$ cat config.mk
export PLATFORM = sky130hd
export DESIGN_NAME = dma_chain_seq
export DESIGN_NICKNAME = d
export VERILOG_FILES = /design/src/rtl/dma_chain_seq.sv
export SDC_FILE = /design/constraint.sdc
export NUM_CORES = 1
export LEC_CHECK = 0
export ABC_AREA = 1
export BUFFER_PORTS_ARGS = -buffer_cell sky130_fd_sc_hd__buf_2
export CAP_MARGIN = 20
export CORE_ASPECT_RATIO = 1.5
export CORE_UTILIZATION = 39
export CTS_CLUSTER_SIZE = 20
export DETAILED_ROUTE_END_ITERATION = 10
export HOLD_SLACK_MARGIN = 0.1
export PLACE_DENSITY_LB_ADDON = 0.1
export REMOVE_ABC_BUFFERS = 1
export SYNTH_ARGS = -nofsm -noshare
export SYNTH_HDL_FRONTEND = slang
export SYNTH_SLANG_ARGS = --single-unit
$ cat constraint.sdc
create_clock -name clk -period 2.32 [get_ports clk]
set_input_delay 0.116 -clock clk [delete_from_list [all_inputs] [get_ports clk]]
set_output_delay 0.116 -clock clk [all_outputs]
set_load 0.1 [all_outputs]
$ cat src/rtl/dma_chain_seq.sv
module dma_chain_seq #(
  parameter int AW         = 19,
  parameter int DW         = 32,
  parameter int DESC_WORDS = 4
) (
  input  logic                           clk,
  input  logic                           rst_n,
  input  logic                           start,
  input  logic [AW-1:0]                  init_ptr,
  input  logic                           chain_en,
  input  logic                           irq_mask,
  input  logic                           irq_clr,
  output logic                           mem_rd,
  output logic [AW-1:0]                  mem_addr,
  input  logic [DW-1:0]                  mem_rdata,
  output logic                           xfer_start,
  output logic [(DESC_WORDS-1)*DW-1:0]   xfer_params,
  output logic                           xfer_coeff,
  input  logic                           xfer_done,
  output logic                           busy,
  output logic                           irq_pending
);
  localparam int CW      = $clog2(DESC_WORDS + 1);
  localparam int PW      = (DESC_WORDS - 1) * DW;
  localparam int FLAG_B  = AW;
  localparam int TYPE_B  = AW + 1;

  typedef enum logic [1:0] {S_IDLE, S_FETCH, S_RUN, S_NEXT} st_t;

  st_t            st;
  logic [AW-1:0]  ptr;
  logic [CW-1:0]  cnt;
  logic [AW-1:0]  link_addr;
  logic           link_flag;
  logic           link_type;
  logic [PW-1:0]  prm;
  logic           cur_type;

  wire go_on = chain_en && (link_addr != '0);
  wire req   = (st == S_NEXT) && (!go_on || link_flag);

  assign mem_rd      = (st == S_FETCH) && (cnt < CW'(DESC_WORDS));
  assign mem_addr    = ptr + AW'(cnt);
  assign busy        = (st != S_IDLE);
  assign xfer_params = prm;
  assign xfer_coeff  = cur_type;

  always_ff @(posedge clk) begin
    if (!rst_n) begin
      st         <= S_IDLE;
      ptr        <= '0;
      cnt        <= '0;
      link_addr  <= '0;
      link_flag  <= 1'b0;
      link_type  <= 1'b0;
      prm        <= '0;
      cur_type   <= 1'b0;
      xfer_start <= 1'b0;
    end else begin
      xfer_start <= 1'b0;
      unique case (st)
        S_IDLE: if (start) begin
          st       <= S_FETCH;
          ptr      <= init_ptr;
          cnt      <= '0;
          cur_type <= 1'b0;
        end
        S_FETCH: begin
          if (cnt == CW'(1)) begin
            link_addr <= mem_rdata[AW-1:0];
            link_flag <= mem_rdata[FLAG_B];
            link_type <= mem_rdata[TYPE_B];
          end
          for (int k = 1; k < DESC_WORDS; k++)
            if (cnt == CW'(k + 1)) prm[(k-1)*DW +: DW] <= mem_rdata;
          if (cnt == CW'(DESC_WORDS)) begin
            st         <= S_RUN;
            xfer_start <= 1'b1;
          end else begin
            cnt <= cnt + CW'(1);
          end
        end
        S_RUN: if (xfer_done) st <= S_NEXT;
        S_NEXT: begin
          if (go_on) begin
            st       <= S_FETCH;
            ptr      <= link_addr;
            cnt      <= '0;
            cur_type <= link_type;
          end else begin
            st <= S_IDLE;
          end
        end
        default: st <= S_IDLE;
      endcase
    end
  end

  always_ff @(posedge clk) begin
    if (!rst_n) irq_pending <= 1'b0;
    else        irq_pending <= (irq_pending && !irq_clr) || (req && !irq_mask);
  end

  assert_idle_quiet_R1: assert property (@(posedge clk) disable iff (!rst_n)
    !busy |-> (!mem_rd && !xfer_start));

  assert_no_start_during_read_R3: assert property (@(posedge clk) disable iff (!rst_n)
    mem_rd |-> !xfer_start);

  assert_start_pulse_R3: assert property (@(posedge clk) disable iff (!rst_n)
    xfer_start |=> !xfer_start);

  assert_params_stable_R3: assert property (@(posedge clk) disable iff (!rst_n)
    (st == S_RUN && !xfer_start) |-> $stable(xfer_params));

  assert_mask_blocks_R8: assert property (@(posedge clk) disable iff (!rst_n)
    (!irq_pending && irq_mask) |=> !irq_pending);

  assert_pending_held_R9: assert property (@(posedge clk) disable iff (!rst_n)
    (irq_pending && !irq_clr) |=> irq_pending);
endmodule

**Yosys cells after proc, flatten, opt, wreduce, memory -nomap -nowiden**

Index checks and enable logic that the tools add are counted.

- Register bits: 144
- Latch bits: 0
- Bits in writable memories: 0
- Memory bits (read-only): 0
- Input port bits: 58
- Output and inout bits: 120
- Logic and storage cells: 66
- Memories: 0

- $add $sub $neg: 2
- Multipliers: 0
- Divide/modulo/power cells: 0
- Order comparisons: 1
- Equal/unequal tests: 12
- Shifts and indexed selects: 0
- Mux-type cells: 16
- Bitwise gates (word level): 0
- Reduce and logical (&&, ||, !) cells: 23

Operator list:

| operator | number |
|---|---|
| $mux 19 | 2 |
| $pmux 19 s2 | 1 |
| $add 19x3->19 | 1 |
| $reduce_bool 19->1 | 1 |
| $reduce_and 2->1 | 5 |
| $mux 3 | 3 |
| $pmux 3 s3 | 1 |
| $ne 2x2->1 const B | 4 |
| $pmux 2 s4 | 1 |
| $eq 3x2->1 const B | 2 |
| $mux 2 | 3 |
| $reduce_and 3->1 | 2 |
| $logic_and 1x1->1 | 5 |
| $eq 2x2->1 const B | 2 |
| $mux 1 | 4 |
| $reduce_and 4->1 | 1 |
| $reduce_bool 2->1 | 2 |
| $add 3x1->3 const B | 1 |
| $eq 3x1->1 const B | 1 |
| $eq 3x3->1 const B | 1 |
| $logic_not 1->1 | 3 |
| $lt 3x3->1 const B | 1 |
| $reduce_bool 3->1 | 1 |
| $eq 2x1->1 const B | 1 |
| other kinds (4) | 5 |

**Depth between registers and ports, before layout**

Gate-level depths: netlist of the first run.

- Depth in word-level cells: 7
- Depth in mapped cells: 11
- Mapped depth without buffers: 10

**Least setup slack after synthesis of the first run**

Ideal clock, no wire load.

- Kind: flip-flop to output port
- From: register cnt[0]
- To: output mem_addr[12]
- Data arrival time: 3,073 ps
- Required time: 2,204 ps
- Slack: -869 ps
- Cell stages (with the launch flop): 10
- Cell sequence: dfxtp_1 -> ha_1 -> inv_1 -> fa_1 -> o21ai_2 -> nand2_2 -> nor2_4 -> nand4_4 -> nor2_2 -> xor2_1

- Cells in the longest elaborated chain, start to end: 1

RTL lines:

| what | line | text |
|---|---|---|
| start, declared | 32 | `logic [CW-1:0] cnt;` |
| start signal, assigned | 80 | `cnt <= cnt + CW'(1);` |
| $add 19x3->19 | 43 | `assign mem_addr = ptr + AW'(cnt);` |
| end, declared | 14 | `output logic [AW-1:0] mem_addr,` |

Every way passes these cells.

**Worst setup path in the final report of the first run**

- From: register ptr[0]
- To: output mem_addr[18]

- Cells in the longest elaborated chain, start to end: 1

RTL lines:

| what | line | text |
|---|---|---|
| start, declared | 31 | `logic [AW-1:0] ptr;` |
| start signal, assigned | 64 | `ptr <= init_ptr;` |
| start signal, assigned | 87 | `ptr <= link_addr;` |
| $add 19x3->19 | 43 |  |

Every way passes these cells.

==> impl_metrics.json, run 1 <==
{
  "worst_hold_check_path_type": "input pin to flop",
  "critPathCaptureType": "primary output",
  "drc_errors": 0,
  "timing.critical_path.depth": 10,
  "reg_to_reg_slack_setup_ns": 0.44,
  "numPortBuffers": 177,
  "max-slew-margin-rel": 0.641,
  "synth.yosys.warnings": 0,
  "synth.most_common_cell": "dfxtp_1",
  "pre_cts_ws_ns": 0.0245,
  "worstRegToRegCells": 7,
  "drive_above_1_share": 0.255,
  "synthTopCellsByCount": "dfxtp_1, nand2_1, nor2_1, a21oi_1, o21ai_0",
  "post_synth_design_cell_area_um2": 6090,
  "clk_root_buffer_cell": "clkbuf_16",
  "leakage_uw": 0.00392,
  "grt_setup_unrepaired": "yes",
  "initial_antenna_violation_count": 0,
  "slowest_stage": "fa_2",
  "worst_skew_pair.late_latency_ns": 0.41,
  "grt_first_pass_wirelength_mm": 28.3,
  "globalRouteOverflowTotal": 0,
  "rr_startpoint": "st[0]$_SDFFE_PN0P_",
  "chipHeight_um": 155,
  "ant_nets": 0,
  "max-vdd-ir-drop_v": 0.000979,
  "drt_pre_antenna_iters": 4,
  "power_density_nw_per_um2": 1300,
  "synthesis.instances": 830,
  "violations": "setup timing",
  "worst-endpoint-arrival_ns": 2.38,
  "detailedRoute.firstIterationViolations": 232,
  "synth.top_cell.area_share": 0.474,
  "status": "finished, violations left",
  "core_area_um2": 15100,
  "grt_resource_usage_total": 0.219,
  "worstSetupPathType": "flop to primary output",
  "final_count_of_pins_violating_max_slew": 0,
  "worst-slew-pin-transition_ns": 0.539,
  "finClkSkew_ns": 0.0100,
  "critPathLaunch": "ptr[0]$_SDFFE_PN0P_",
  "setup_viol": 7,
  "number_of_top_level_design_ports": 178,
  "fin_worst_hold_slack_ns": 0.147,
  "area_leader_netlist": "dfxtp_1",
  "worst_setup_path_start_kind": "flop",
  "synth_ff_type": "dfxtp_1",
  "cts_sinks": 144,
  "num-nets-final": 1127,
  "fmax_mhz": 401,
  "min_period_over_period": 1.07,
  "die_area_um2": 16100,
  "cts_made_buffers": 17,
  "cp_top_family": "adder cells",
  "grt_start_max_net_pins": 62,
  "flow.area_growth_from_synthesis_pct": 42.8,
  "final-hold-violation-count": 0,
  "detailed_place_hpwl_mm": 11.7,
  "max_cap_violations": 0,
  "slowest_delay_ns": 0.36,
  "cts_buffer_depth": 2,
  "path_cells": "ha_4, inv_2, fa_2, o21ai_4, nand2_2, nor2_4, nand4_4, nor2_4, xor2_2, buf_12",
  "initial_core_util": 0.402,
  "place.gp.congestion": 0.794,
  "detailroute.via_count": 5860,
  "clk_transition_reported_paths_ns": 0.06,
  "die_x_um": 104,
  "route.final.wire_length_mm": 17.4,
  "synth_area_per_cell_um2": 7.33,
  "critPathRequiredTime_ns": 2.20,
  "finalWorstSetupSlack_ns": -0.173,
  "cp-endpoint": "mem_addr[18]",
  "worst_path_most_repeated_cell": "nor2_4",
  "vias_per_cell": 4.63,
  "ys_seq_elements": 144,
  "worst-path-buf-inv": 2,
  "cts_tree": "built",
  "first_global_vias": 5633,
  "num_antenna_cells": 0,
  "synth-seq-area-share": 0.474,
  "worst-path-max-fanout": 3,
  "count_of_different_cell_masters_after_synthesis": 29,
  "synth_edf_count": 0,
  "async_set_or_reset_register_ratio_after_synthesis": 0,
  "finalCriticalPeriod_ns": 2.49,
  "num_rows": 55,
  "post_drt_wl_per_cell_um": 13.7,
  "synth_top_area_cells": "dfxtp_1, nand2_1, nor2_1",
  "regToRegEndpoint": "irq_pending$_SDFF_PN0_",
  "h_tree_lvl_count": 4
}
layout make-up:
| type | instances | area (um2) |
|---|---|---|
| Fill cell | 1472 | 6450 |
| Sequential cell | 144 | 2890 |
| Multi-Input combinational cell | 543 | 2780 |
| Timing Repair Buffer | 257 | 1860 |
| Clock buffer | 19 | 443 |
| Inverter | 92 | 345 |
| Tap cell | 199 | 249 |
| Clock inverter | 13 | 126 |
tightest hold or removal path, delay by kind of cell:
family	cells	cell delay [ns]
AO/OA/AOI/OAI	1	0.06
buffers and inverters	1	0.10
AND/OR/NAND/NOR	3	0.24
flip-flops by register name, summed over array words and instances, names as in the netlist:
name,count
xfer_start,1
xfer_params,96
link_flag,1
xfer_coeff,1
ptr,19
link_type,1
link_addr,19
irq_pending,1
st,2
cnt,3
layer usage:
layer / vias to the layer above / track usage / part of all wire / wire length (um)
met2: 119 / 0.386 / 0.50 / 8620
met3: 19 / 0.0540 / 0.042 / 737
met4: 0 / 0.0680 / 0.014 / 244
met1: 2639 / 0.262 / 0.45 / 7780
met5: - / 0 / 0 / 0
li1: 3083 / - / - / -
cell usage in the layout, fill, tap and decap left out, types with 2 or more instances in the layout:
cell type,instances
clkbuf_4,2
nand3_1,39
o21ai_0,92
xor2_2,6
nor3_1,4
clkinv_4,3
clkinvlp_4,4
ha_1,11
inv_2,3
xor2_1,9
nand3_2,3
nor2_4,6
nand2_2,6
dfxtp_1,139
buf_2,161
dfxtp_2,4
clkbuf_16,19
nand4_1,5
dlygate4sd3_1,53
nand2_1,121
inv_1,89
ha_4,2
buf_4,25
a21oi_1,92
nor4_1,2
o21ai_1,13
buf_12,13
inv_6,4
nor2_1,123
stage by stage:
stage                      util  instance area (um2)  total power (uW)  std cells  setup TNS, ns
after detailed placement  0.487                 7380              8490       1174              0
after global routing      0.574                 8690             11800       1267          -1.65
after global placement    0.487                 7380              8470       1174              0
after floorplan               -                 5870              7070        779         -33.49
after CTS                 0.569                 8620             11300       1264          -1.18
final                     0.574                 8690             11300       1267         -0.849
timing repair:
action | 4_1_cts | 5_1_grt
hold buffers | 53 | 0
buffers inserted | 5 | 3
setup endpoints to repair | 14 | 13
pin swaps | 10 | 10
endpoints found under the hold margin | 137 | 0
gates resized for setup | 23 | 11
logic make-up after synthesis:
group           synth area share
xor+xnor                  0.0230
compound gates             0.166
flops                      0.474
fa+ha+maj                 0.0300
buf+inv                   0.0917
simple gates               0.216
power by group:
part / total, uW / switching [uW] / internal, uW / leakage (uW)
Sequential: 3150 / 291 / 2860 / 0.00117
Clock: 2620 / 1100 / 1520 / 0.000267
Combinational: 5500 / 4080 / 1420 / 0.00249
Total: 11300 / 5470 / 5800 / 0.00392
worst min path at each step:
stage	start	endpoint	slack (ns)	cells after the start
after floorplan	rst_n	ptr[0]$_SDFFE_PN0P_	0.24	2
after global placement	irq_clr	irq_pending$_SDFF_PN0_	0.38	4
after detailed placement	irq_clr	irq_pending$_SDFF_PN0_	0.38	4
after CTS	chain_en	xfer_coeff$_SDFFE_PN0P_	0.13	5
after global routing	chain_en	xfer_coeff$_SDFFE_PN0P_	0.15	5
final	chain_en	xfer_coeff$_SDFFE_PN0P_	0.15	5
No activity file was read; power rests on OpenSTA's default activity.
==> run 2: changes to the inputs <==
--- a/config.mk
+++ b/config.mk
@@ -9,11 +9,11 @@
 export BUFFER_PORTS_ARGS = -buffer_cell sky130_fd_sc_hd__buf_2
 export CAP_MARGIN = 20
 export CORE_ASPECT_RATIO = 1.5
+export CORE_MARGIN = 2
 export CORE_UTILIZATION = 39
 export CTS_CLUSTER_SIZE = 20
 export DETAILED_ROUTE_END_ITERATION = 10
 export HOLD_SLACK_MARGIN = 0.1
-export PLACE_DENSITY_LB_ADDON = 0.1
 export REMOVE_ABC_BUFFERS = 1
 export SYNTH_ARGS = -nofsm -noshare
 export SYNTH_HDL_FRONTEND = slang
==> run 2 against run 1 <==
  * The run still ends with setup timing left
  * Clock power rose by 9.2%
  * Non-clock buffer count is the same
  * Largest cell class unchanged
  * First-iteration DRC count rose by 10%
  * Highest routed layer unchanged
  * Die area increased by 3.2%
  * Via count grew 1.9%
==> impl_metrics.json, run 2 (same netlist as run 1, synthesis figures left out) <==
{
  "status": "finished, violations left",
  "violations": "setup timing",
  "fin_worst_hold_slack_ns": 0.164,
  "grt_resource_usage_total": 0.214,
  "worst-slew-pin-transition_ns": 0.507,
  "slowest_delay_ns": 0.36,
  "flow.area_growth_from_synthesis_pct": 45.1,
  "worstSetupPathType": "flop to primary output",
  "drive_above_1_share": 0.259,
  "setup_viol": 7,
  "path_cells": "ha_4, inv_2, fa_2, o21ai_4, nand2_2, nor2_4, nand4_4, buf_4, xor2_2, buf_12",
  "most-common-layout-cells": "buf_2, dfxtp_1, nor2_1, nand2_1",
  "grt_start_max_net_pins": 68,
  "finClkSkew_ns": 0.0100,
  "final-seq-area_um2": 2890,
  "num-nets-final": 1127,
  "critPathCaptureType": "primary output",
  "worst_hold_check_path_type": "input pin to flop",
  "h_tree_lvl_count": 4,
  "pre_cts_ws_ns": 0.0724,
  "leakage_uw": 0.00397,
  "internal-power_uw": 6040,
  "worst-path-max-fanout": 3,
  "cts_buffer_depth": 2,
  "die_area_um2": 16600,
  "slowest_stage": "fa_2",
  "largest_register_ff_count": 96,
  "place.gp.congestion": 0.816,
  "post_drt_wl_per_cell_um": 14.1,
  "critPathRequiredTime_ns": 2.20,
  "initial_antenna_violation_count": 0,
  "die_x_um": 106,
  "clk_root_buffer_cell": "clkbuf_16",
  "final_common_cell": "buf_2",
  "share_clk_of_total_power": 0.247,
  "cts_tree": "built",
  "first_global_vias": 5581,
  "combinational_fraction_of_design_power": 0.480,
  "vias_per_cell": 4.71,
  "drt_pre_antenna_iters": 5,
  "clk_transition_reported_paths_ns": 0.06,
  "met2_wirelength_mm": 9.37,
  "sequentialPowerShare": 0.273,
  "worst_skew_pair.late_latency_ns": 0.41,
  "wl_met3_um": 763,
  "worst-path-buf-inv": 3,
  "wirelength_met1_mm": 7.42,
  "grt_setup_unrepaired": "yes",
  "finalWorstSetupSlack_ns": -0.177,
  "route.final.wire_length_mm": 17.9,
  "fin_util": 0.581,
  "power.net_switching_uw": 5550,
  "cp_top_family": "adder cells",
  "cts_made_buffers": 17,
  "globalRouteOverflowTotal": 0,
  "detailedRoute.firstIterationViolations": 256,
  "worst-endpoint-arrival_ns": 2.38,
  "final_count_of_pins_violating_max_slew": 0,
  "max-vdd-ir-drop_v": 0.000825,
  "min_period_over_period": 1.08,
  "final-hold-violation-count": 0,
  "highest-signal-layer": "met4",
  "finalCriticalPeriod_ns": 2.50,
  "grt_first_pass_wirelength_mm": 28.4,
  "fill_cells": 1406,
  "detailed_place_hpwl_mm": 11.9,
  "core_area_um2": 15200,
  "swShare": 0.478,
  "power_density_nw_per_um2": 1310,
  "max_cap_violations": 0,
  "fmax_mhz": 400,
  "num_antenna_cells": 0,
  "chipHeight_um": 157,
  "multi_input_area_um2": 2850,
  "max-slew-margin-rel": 0.659,
  "initial_core_util": 0.400,
  "ant_nets": 0,
  "numPortBuffers": 177,
  "fin_setup_tns_ns": -0.977,
  "cts_sinks": 144,
  "number_of_top_level_design_ports": 178,
  "num_rows": 55,
  "detailroute.via_count": 5973,
  "worst_setup_path_start_kind": "flop",
  "drc_errors": 0
}
run 2: final cells by class:
type	instances	share of cell area
Clock buffer	19	0.0502
Tap cell	199	0.0282
Sequential cell	144	0.327
Timing Repair Buffer	257	0.213
Clock inverter	13	0.0198
Inverter	92	0.0391
Multi-Input combinational cell	543	0.322
run 2: metal layers:
metal / GRT usage / up-vias
met1: 0.255 / 2711
met2: 0.387 / 155
li1: - / 3085
met3: 0.0427 / 22
met5: 0 / -
met4: 0.0633 / 0
run 2: worst min-delay path: cells and delay by family:
kind	cells	cell delay, ns
buffers and inverters	1	0.10
AOI/OAI and AO/OA	2	0.13
and+or+nand+nor	2	0.18
run 2: final timing paths:
kind / start / end / slack, ns / depth (start not counted)
min reg2reg: xfer_params[79]$_SDFFE_PN0P_ / xfer_params[79]$_SDFFE_PN0P_ / 0.44 / 2
min: xfer_done / st[0]$_SDFFE_PN0P_ / 0.16 / 5
max reg2reg: st[0]$_SDFFE_PN0P_ / irq_pending$_SDFF_PN0_ / 0.44 / 7
max: ptr[0]$_SDFFE_PN0P_ / mem_addr[10] / -0.18 / 10
run 2: metrics by stage:
stage | instances | area, um2 | power (uW)
6_report | 1267 | 8830 | 11600
5_1_grt | 1267 | 8830 | 12200
4_1_cts | 1263 | 8710 | 11600
3_5_place_dp | 1173 | 7380 | 8510
3_3_place_gp | 1173 | 7380 | 8490
2_1_floorplan | 779 | 5870 | 7070
run 2: power by group through the flow:
stage / Sequential (uW) / Clock (uW) / Combinational, uW
finish: 3160 / 2860 / 5570
global route: 3220 / 3020 / 5950
CTS: 3150 / 2910 / 5520
detailed placement: 3170 / 0 / 5340
global placement: 3160 / 0 / 5330
floorplan: 3970 / 0 / 3100
run 2: timing repair:
item,CTS,global route
endpoints found under the setup margin,14,11
hold buffers,53,0
setup buffers,5,5
resized for setup,29,12
pin swaps,9,5
hold endpoints to repair,137,0
gates cloned,0,0
